[config.mk]
export PLATFORM = sky130hd
export DESIGN_NAME = amode_seq
export DESIGN_NICKNAME = d
export VERILOG_FILES = /design/src/rtl/amode_pkg.sv /design/src/rtl/amode_decode.sv /design/src/rtl/amode_agen.sv /design/src/rtl/amode_seq.sv
export SDC_FILE = /design/constraint.sdc
export NUM_CORES = 1
export LEC_CHECK = 0
export ABC_AREA = 1
export BUFFER_PORTS_ARGS = -buffer_cell sky130_fd_sc_hd__clkbuf_2
export CAP_MARGIN = 20
export CORE_MARGIN = 2
export CORE_UTILIZATION = 55
export DETAILED_ROUTE_END_ITERATION = 10
export MAX_ROUTING_LAYER = met4
export PLACE_DENSITY = 0.8
export SLEW_MARGIN = 10
export SYNTH_ARGS = -nofsm -noshare
export SYNTH_HDL_FRONTEND = slang
export SYNTH_HIERARCHICAL = 1
export SYNTH_SLANG_ARGS = --single-unit
[constraint.sdc]
create_clock -name clk -period 3.15 [get_ports clk]
set_clock_uncertainty 0.15 [all_clocks]
set_input_delay 0.63 -clock clk [delete_from_list [all_inputs] [get_ports clk]]
set_output_delay 0.63 -clock clk [all_outputs]
set_load 0.01 [all_outputs]
[src/rtl/amode_pkg.sv]
package amode_pkg;

  typedef enum logic [2:0] {
    ST_IDLE,
    ST_FETCHW,
    ST_PTR,
    ST_OPRD,
    ST_DONE
  } seq_state_t;

  typedef enum logic [1:0] {
    CLS_NONE = 2'b00,
    CLS_ONE  = 2'b01,
    CLS_TWO  = 2'b10,
    CLS_CTRL = 2'b11
  } iclass_t;

  typedef enum logic [1:0] {
    BASE_REG = 2'b00,
    BASE_IMM = 2'b01,
    BASE_IDX = 2'b10,
    BASE_REL = 2'b11
  } base_t;

  // the extension word exists for every base form except register
  function automatic logic mode_needs_w(input logic [2:0] md);
    return md[2:1] != BASE_REG;
  endfunction

  // a pointer read is needed when the indirect bit is set on a form that
  // already names a memory location (immediate+indirect means direct)
  function automatic logic mode_needs_ptr(input logic [2:0] md);
    return md[0] && (md[2:1] == BASE_IDX || md[2:1] == BASE_REL);
  endfunction

  // immediate form without indirection: W itself is the value
  function automatic logic mode_is_imm(input logic [2:0] md);
    return md == {BASE_IMM, 1'b0};
  endfunction

endpackage

[src/rtl/amode_decode.sv]
module amode_decode
  import amode_pkg::*;
#(
  parameter int WORD_W = 16,
  parameter int RIDX_W = 3
) (
  input  logic [WORD_W-1:0] instr,
  output iclass_t           cls,
  output logic [2:0]        md,
  output logic [RIDX_W-1:0] ridx,
  output logic              is_none,
  output logic              is_ctrl,
  output logic              bad_mode,
  output logic              reg_direct,
  output logic              needs_w
);
  localparam int CLS_LSB  = 14;
  localparam int MODE_LSB = 9;
  localparam int SWAP_BIT = 6;
  localparam int SRC_LSB  = 3;
  localparam int DST_LSB  = 0;

  logic swap;

  always_comb begin
    cls     = iclass_t'(instr[CLS_LSB +: 2]);
    md      = instr[MODE_LSB +: 3];
    swap    = instr[SWAP_BIT];
    // two-operand with S clear puts the mode on the source register
    if (cls == CLS_TWO && !swap)
      ridx = instr[SRC_LSB +: RIDX_W];
    else
      ridx = instr[DST_LSB +: RIDX_W];
    is_none    = cls == CLS_NONE;
    is_ctrl    = cls == CLS_CTRL;
    bad_mode   = is_ctrl && md == 3'b000;
    reg_direct = !is_none && !is_ctrl && md == 3'b000;
    needs_w    = !is_none && mode_needs_w(md);
  end

endmodule

[src/rtl/amode_agen.sv]
module amode_agen
  import amode_pkg::*;
#(
  parameter int WORD_W = 16
) (
  input  logic [2:0]        md,
  input  logic [WORD_W-1:0] reg_val,
  input  logic [WORD_W-1:0] pc_after_w,
  input  logic [WORD_W-1:0] wval,
  output logic [WORD_W-1:0] addr
);
  always_comb begin
    unique case (base_t'(md[2:1]))
      BASE_REG: addr = reg_val;
      BASE_IMM: addr = wval;
      BASE_IDX: addr = reg_val + wval;
      BASE_REL: addr = pc_after_w + wval;
      default:  addr = reg_val;
    endcase
  end

endmodule

[src/rtl/amode_seq.sv]
module amode_seq
  import amode_pkg::*;
#(
  parameter int WORD_W = 16,
  parameter int RIDX_W = 3
) (
  input  logic              clk,
  input  logic              rst_n,
  input  logic              start,
  input  logic [WORD_W-1:0] instr,
  input  logic [WORD_W-1:0] pc_in,
  output logic [RIDX_W-1:0] rf_addr,
  input  logic [WORD_W-1:0] rf_data,
  output logic              mem_req,
  output logic [WORD_W-1:0] mem_addr,
  input  logic [WORD_W-1:0] mem_rdata,
  input  logic              mem_ready,
  output logic [WORD_W-1:0] ea,
  output logic [WORD_W-1:0] operand,
  output logic              is_reg,
  output logic [WORD_W-1:0] pc_next,
  output logic              done,
  output logic              illegal
);
  localparam logic [WORD_W-1:0] ONE = WORD_W'(1);
  localparam logic [WORD_W-1:0] TWO = WORD_W'(2);

  seq_state_t state;

  iclass_t           d_cls;
  logic [2:0]        d_md;
  logic [RIDX_W-1:0] d_ridx;
  logic              d_none, d_ctrl, d_bad, d_regdir, d_needw;

  amode_decode #(.WORD_W(WORD_W), .RIDX_W(RIDX_W)) u_dec (
    .instr      (instr),
    .cls        (d_cls),
    .md         (d_md),
    .ridx       (d_ridx),
    .is_none    (d_none),
    .is_ctrl    (d_ctrl),
    .bad_mode   (d_bad),
    .reg_direct (d_regdir),
    .needs_w    (d_needw)
  );

  assign rf_addr = d_ridx;

  // index zero is the constant-zero register
  logic [WORD_W-1:0] reg_val;
  assign reg_val = (d_ridx == '0) ? '0 : rf_data;

  logic [2:0]        md_q;
  logic              ctrl_q;
  logic [WORD_W-1:0] base_q, pc_q, addr_q;

  logic [WORD_W-1:0] gen_addr;
  amode_agen #(.WORD_W(WORD_W)) u_agen (
    .md         (md_q),
    .reg_val    (base_q),
    .pc_after_w (pc_q + TWO),
    .wval       (mem_rdata),
    .addr       (gen_addr)
  );

  // named events
  logic accept, mem_fire, w_fire, ptr_fire, op_fire;
  assign accept   = start && state == ST_IDLE;
  assign mem_req  = state == ST_FETCHW || state == ST_PTR || state == ST_OPRD;
  assign mem_addr = addr_q;
  assign mem_fire = mem_req && mem_ready;
  assign w_fire   = mem_fire && state == ST_FETCHW;
  assign ptr_fire = mem_fire && state == ST_PTR;
  assign op_fire  = mem_fire && state == ST_OPRD;
  assign done     = state == ST_DONE;

  always_ff @(posedge clk) begin
    if (!rst_n) begin
      state   <= ST_IDLE;
      md_q    <= '0;
      ctrl_q  <= 1'b0;
      base_q  <= '0;
      pc_q    <= '0;
      addr_q  <= '0;
      ea      <= '0;
      operand <= '0;
      is_reg  <= 1'b0;
      pc_next <= '0;
      illegal <= 1'b0;
    end else begin
      unique case (state)
        ST_IDLE: if (accept) begin
          md_q    <= d_md;
          ctrl_q  <= d_ctrl;
          base_q  <= reg_val;
          pc_q    <= pc_in;
          ea      <= '0;
          operand <= '0;
          is_reg  <= 1'b0;
          illegal <= 1'b0;
          pc_next <= d_needw ? pc_in + TWO : pc_in + ONE;
          if (d_none) begin
            state <= ST_DONE;
          end else if (d_bad) begin
            illegal <= 1'b1;
            state   <= ST_DONE;
          end else if (d_regdir) begin
            operand <= reg_val;
            ea      <= WORD_W'(d_ridx);
            is_reg  <= 1'b1;
            state   <= ST_DONE;
          end else if (!d_needw) begin
            // register indirect
            if (d_ctrl) begin
              ea    <= reg_val;
              state <= ST_DONE;
            end else begin
              addr_q <= reg_val;
              state  <= ST_OPRD;
            end
          end else begin
            addr_q <= pc_in + ONE;
            state  <= ST_FETCHW;
          end
        end
        ST_FETCHW: if (w_fire) begin
          if (mode_is_imm(md_q)) begin
            if (ctrl_q) ea <= mem_rdata;
            else begin
              operand <= mem_rdata;
              ea      <= addr_q;
            end
            state <= ST_DONE;
          end else if (mode_needs_ptr(md_q)) begin
            addr_q <= gen_addr;
            state  <= ST_PTR;
          end else if (ctrl_q) begin
            ea    <= gen_addr;
            state <= ST_DONE;
          end else begin
            addr_q <= gen_addr;
            state  <= ST_OPRD;
          end
        end
        ST_PTR: if (ptr_fire) begin
          if (ctrl_q) begin
            ea    <= mem_rdata;
            state <= ST_DONE;
          end else begin
            addr_q <= mem_rdata;
            state  <= ST_OPRD;
          end
        end
        ST_OPRD: if (op_fire) begin
          operand <= mem_rdata;
          ea      <= addr_q;
          state   <= ST_DONE;
        end
        ST_DONE: state <= ST_IDLE;
        default: state <= ST_IDLE;
      endcase
    end
  end

  AST_DONE_PULSE: assert property (@(posedge clk) disable iff (!rst_n)
    done |=> !done);
  AST_WAIT_HOLD: assert property (@(posedge clk) disable iff (!rst_n)
    mem_req && !mem_ready |=> mem_req && $stable(mem_addr));
  AST_ILLEGAL_NOMEM: assert property (@(posedge clk) disable iff (!rst_n)
    accept && d_bad |=> done && illegal && !mem_req);
  AST_REGMODE_NOMEM: assert property (@(posedge clk) disable iff (!rst_n)
    accept && d_regdir |=> done && is_reg && !mem_req);
  AST_WFETCH_ADDR: assert property (@(posedge clk) disable iff (!rst_n)
    accept && d_needw |=> mem_req && mem_addr == $past(pc_in) + ONE);
  AST_NONE_FAST: assert property (@(posedge clk) disable iff (!rst_n)
    accept && d_none |=> done && !mem_req && pc_next == $past(pc_in) + ONE);

endmodule

==> results.cfg, run 1 <==
[clock_tree]
cts_sinks = 105
root_buffer = clkbuf_16
cts_tree = yes
clk_pin_slew_ns = 0.08
cts_buffer_depth = 2
ctsHoldBuffers = 0
cts-buffers-inserted = 9
clock_latency_ns = 0.37
htreeDepth = 3

[timing]
hold_slack_ns = 0.319
min_period_ns = 3.15
timing_hold_violations_final = 0
rsz0062_at_grt = yes
setup_viol = 1
fmax_ghz = 0.317
post-route-period-util_pct = 100
timing.final.ws_setup_ns = -0.00106
drv_slew = 0
slew_headroom_pct = 32.8
tightest_slew_ns = 1.00

[grt]
track_usage_pct = 35.9
met1_usage_pct = 47.0
antenna_found_initial = 0
grt_pass1_vias = 8449
grt_max_degree = 77
met2_usage_pct = 55.5
overflow = 0
grt_pass1_wl_mm = 44.2
met3_usage_pct = 5.40
busiest_layer = met2

[pwr]
power_leakage_nw = 4.97
ir_worst_vdd_mv = 0.546
seq_power_share_pct = 24.2
clockPowerShare_pct = 13.6
power.density_mw_per_mm2 = 904
comb_power_share_pct = 62.2
swShare_pct = 51.6
p_int_mw = 4.27
p_sw_mw = 4.54

[synth]
synth.yosys.warnings = 6
synth_cells = 1401
netlist_area_sq_mm = 0.00817
synth_nets = 1493
postSynthAreaPerCell_sq_um = 5.83

[placed_design]
pre_cts_ws_ns = -0.148
port_buffers = 134
globalplace.congestion = 0.992
dp_hpwl_mm = 21.0
postPlaceCellArea_sq_mm = 0.00903

[detailed_routing]
ant_nets = 0
dr_total_vias = 9602
drcViolationCount = 0
first_iter_violations = 1197
drt_wl_total_mm = 28.4
routed_via_density = 5.59
wl_per_cell_microns = 16.6
firstDrtPassIters = 6

[floorplanning]
die_h_microns = 126
dieWidth_microns = 126
die-area_sq_mm = 0.0159
core_area_sq_mm = 0.0145
ioPinCount = 139
initial_core_util_pct = 56.2
rows = 44

[worst_setup_path]
startpoint_type = register
reg2reg_slack_ns = -0.001
cp.arrival_ns = 3.26
critical_path_class = register to register
cp.required_ns = 3.26
cp_max_fo = 4
end_kind = register

[layout]
seq_area_sq_mm = 0.00211
finish.utilization_pct = 67.1
layout.nets = 1620
synthToLayoutAreaGrowth_pct = 19.3
design_area_sq_mm = 0.00975
multiInputGateArea_sq_mm = 0.00532
antenna_cells = 0
drive_gt1_share_pct = 19.8
n_fill_cell = 1371

[outcome]
status = finished, violations left
failed_checks = negative setup slack

[run]
maxCapViolCount = 0

[worst_hold_path]
hold_path_class = register to register
[critical path, cell delays in order, from the launching register on]
cell     delay [ns]
dfxtp_4        0.38
nand3_4        0.09
nor3_4         0.18
nand4_1        0.19
buf_4          0.19
xor2_1         0.13
nor2_1         0.16
a21oi_1        0.08
ha_1           0.35
nand2_2        0.10
inv_2          0.08
nand2_2        0.07
nor3_2         0.15
nand2_1        0.10
nand2_1        0.08
nand2_1        0.08
nand3_2        0.07
nand2_2        0.06
nand2_1        0.06
nand4_1        0.13
nor2_1         0.11
nor2_1         0.06
[final timing paths]
path              start  cells after the start    endpoint
max             pc_q[2]                     21      ea[15]
min          base_q[12]                      2  base_q[12]
max reg2reg     pc_q[2]                     21      ea[15]
min reg2reg  base_q[12]                      2  base_q[12]
[power groups by stage]
stage          logic, mW  clock network, mW  registers (mW)
3_5_place_dp        4.96                  0            2.13
3_3_place_gp        4.90                  0            2.12
4_1_cts             5.04               1.21            2.10
2_1_floorplan       3.64                  0            2.15
5_1_grt             6.09               1.26            2.19
6_report            5.48               1.20            2.13
[area by class of cell]
class | count | share of cell area, %
well taps | 184 | 2.36
inverters | 192 | 7.42
flip-flops and latches | 105 | 21.6
repair buffers | 179 | 10.8
multi-input cells | 1041 | 54.6
clock buffers | 9 | 2.31
clock inverters | 7 | 0.962
[per-stage QoR]
stage / power, mW / instances / setup TNS, ns
floorplan: 5.79 / 1401 / 0
global placement: 7.01 / 1696 / -0.305
detailed placement: 7.09 / 1696 / -0.685
CTS: 8.36 / 1712 / -0.0198
global route: 9.55 / 1717 / -1.80
finish: 8.81 / 1717 / -0.00106
[layer usage]
metal / vias up / wire, microns / part of all wire [%]
met4: 0 / 1160 / 4.1
met5: - / 0 / 0
met3: 86 / 2900 / 10
met2: 556 / 12700 / 45
met1: 4259 / 11700 / 41
li1: 4701 / - / -
[repair_timing]
item                                    4_1_cts  5_1_grt
buffers inserted                              0        3
gates resized for setup                      13       74
pin swaps                                     5       42
endpoints found under the setup margin       12       21
[cell usage in the layout, fill, tap and decap left out, drive strengths merged, types with 5 or more instances in the layout]
| cell | instances |
|---|---|
| a21oi | 92 |
| a22oi | 18 |
| buf | 45 |
| clkbuf | 143 |
| dfxtp | 105 |
| ha | 23 |
| inv | 196 |
| mux2 | 7 |
| nand2 | 404 |
| nand3 | 97 |
| nand4 | 19 |
| nor2 | 209 |
| nor3 | 14 |
| o211ai | 6 |
| o21ai | 104 |
| o22ai | 5 |
| xor2 | 18 |
No activity file was read; power rests on OpenSTA's default activity.
==> run 2: changes to the inputs <==
Settings changed: SYNTH_HIERARCHICAL 1 to not set.
==> run 2 against run 1 <==
The flow now finishes without violations. Combinational power decreased by 12%. Clock power decreased by 7%. Global-route usage increased by 0.30 points. Synthesized area increased by 0.84%. Worst hold slack got worse by 0.0025 ns. Die area increased by 0.81%. Worst setup slack improved by 0.42 ns. Critical endpoint unchanged. Largest cell class unchanged.
==> results.cfg, run 2 <==
[outcome]
status = finished, final reports clean

[detailed_routing]
routed_via_density = 5.83
ant_nets = 0
drcViolationCount = 0
drt_wl_total_mm = 28.3
firstDrtPassIters = 6
wl_per_cell_microns = 17.4
first_iter_violations = 916
dr_total_vias = 9499

[worst_setup_path]
cp_max_fo = 3
critical_path_class = input port to register
startpoint_type = input port
end_kind = register
r2r_cells = 17
cp.arrival_ns = 2.85
cp.required_ns = 3.27

[floorplanning]
die-area_sq_mm = 0.0160
die_h_microns = 126
ioPinCount = 139
rows = 44
initial_core_util_pct = 56.5
core_area_sq_mm = 0.0146
dieWidth_microns = 126

[run]
maxCapViolCount = 0

[pwr]
power.density_mw_per_mm2 = 861
clockPowerShare_pct = 13.7
ir_worst_vdd_mv = 0.796
p_sw_mw = 4.09
swShare_pct = 50.6
power_leakage_nw = 4.81
p_int_mw = 3.99
seq_power_share_pct = 26.5
comb_power_share_pct = 59.8

[synth]
synth-xor-area-share_pct = 2.23
synth_nets = 1441
netlist_area_sq_mm = 0.00824
yosys-top-cells-area = dfxtp_1 (26%), nand2_1 (15%), a21oi_1 (8.1%), inv_1 (7.6%), ha_1 (7.4%)
synth-simple-area-share_pct = 31.2
synth_cells = 1322
synth_edf_count = 0
ys_ff_latch = 105
synthTopCellsByCount = nand2_1 (320), inv_1 (166), a21oi_1 (133)
synth_top_area_share_pct = 25.5
ys_seq_area_share_pct = 25.5
postSynthAreaPerCell_sq_um = 6.23
synth.yosys.warnings = 0
synth_fa_ha_area_share_pct = 7.92
ys_types = 44
synth_compound_area_share_pct = 22.1
async_reset_ff_share_pct = 0
synthFlopType = dfxtp_1
synth_top_family_by_area = simple AND/OR/NAND/NOR gates
synth_top_area_cell = dfxtp_1
synth_most_common_cell = nand2_1
synth_mux_area_share_pct = 0

[grt]
grt_max_degree = 81
antenna_found_initial = 0
grt_pass1_vias = 8728
overflow = 0
track_usage_pct = 36.2
grt_pass1_wl_mm = 44.6

[clock_tree]
root_buffer = clkbuf_16
cts_sinks = 105
htreeDepth = 3
cts_tree = yes
cts.repair.resized = 0
clk_pin_slew_ns = 0.07
ctsHoldBuffers = 0
post_cts_buffers = 0
cts_buffer_depth = 2
clock_latency_ns = 0.37
cts-buffers-inserted = 9

[timing]
fmax_ghz = 0.366
setup_viol = 0
timing_hold_violations_final = 0
tns_ns = 0
slew_headroom_pct = 46.1
rsz0062_at_grt = no
post-route-period-util_pct = 86.8
tightest_slew_ns = 0.808
min_period_ns = 2.74
drv_slew = 0

[layout]
n_fill_cell = 1392
antenna_cells = 0
layout.nets = 1558
layout_common_cells = nand2_1 (320), inv_1 (166), clkbuf_2 (134), a21oi_1 (133), nor2_1 (110)
final_common_cell = nand2_1
synthToLayoutAreaGrowth_pct = 13.8
drive_gt1_share_pct = 14.8
finish.utilization_pct = 64.3

[placed_design]
port_buffers = 134
globalplace.congestion = 0.995
dp_hpwl_mm = 21.7

[worst_hold_path]
min_path_cells = 2
hold_path_class = register to register
==> run 2: per-stage QoR <==
stage | hold WS (ns) | area, sq um | cells | setup slack, ns | power, mW
2_1_floorplan | 0.283 | 8240 | 1322 | 0.457 | 5.59
3_3_place_gp | 0.299 | 9100 | 1612 | 0.0831 | 6.76
6_report | 0.317 | 9380 | 1628 | 0.415 | 8.08
3_5_place_dp | 0.309 | 9100 | 1612 | 0.0691 | 6.86
4_1_cts | 0.318 | 9380 | 1628 | 0.422 | 7.98
5_1_grt | 0.333 | 9380 | 1628 | 0.163 | 8.73
==> run 2: cell type report <==
type,instances,area [sq um],area share (%)
Inverter,177,669,7.14
Clock inverter,5,38.8,0.413
Multi-Input combinational cell,988,5240,55.8
Clock buffer,11,243,2.59
Tap cell,184,230,2.45
Timing Repair Buffer,158,863,9.20
Sequential cell,105,2100,22.4
==> run 2: critical path, cell delays in order <==
cell	delay, ns
clkbuf_2	0.13
inv_1	0.07
ha_1	0.28
inv_1	0.04
ha_1	0.23
fa_1	0.42
nand2_1	0.11
nand2_1	0.06
nand3_1	0.08
nand2_1	0.09
nand2_1	0.09
nand3_1	0.08
nand3_1	0.10
nand3_1	0.13
nand3_1	0.11
nand3_1	0.08
nand2_1	0.08
inv_1	0.04
==> run 2: kinds of logic (layout without fill, tap and decap cells) <==
group / Yosys count / count (layout)
AO/OA/AOI/OAI: 326 / 326
adder cells (fa/ha/maj): 51 / 51
AND/OR/NAND/NOR: 590 / 590
buffers and inverters: 229 / 351
flip-flops: 105 / 105
XOR/XNOR: 21 / 21
==> run 2: path summary, 6_finish.rpt <==
kind | start | to | slack [ns]
worst max-delay path | mem_rdata[1] | ea[15] | 0.41
worst max register to register | pc_q[1] | ea[15] | 0.55
worst min-delay path | pc_q[1] | pc_q[1] | 0.32
worst min register to register | pc_q[1] | pc_q[1] | 0.32
==> run 2: power by group through the flow <==
stage	combinational [mW]	sequential, mW	clock [mW]
final	4.83	2.14	1.11
after detailed placement	4.71	2.15	0
after floorplan	3.43	2.15	0
after CTS	4.74	2.13	1.12
after global placement	4.62	2.14	0
after global routing	5.38	2.18	1.17
==> run 2: layer usage <==
metal / part of all wire, % / track usage (%)
met1: 41 / 45.1
met2: 45 / 57.0
met3: 7.8 / 5.31
met4: 5.4 / 19.1
met5: 0 / -
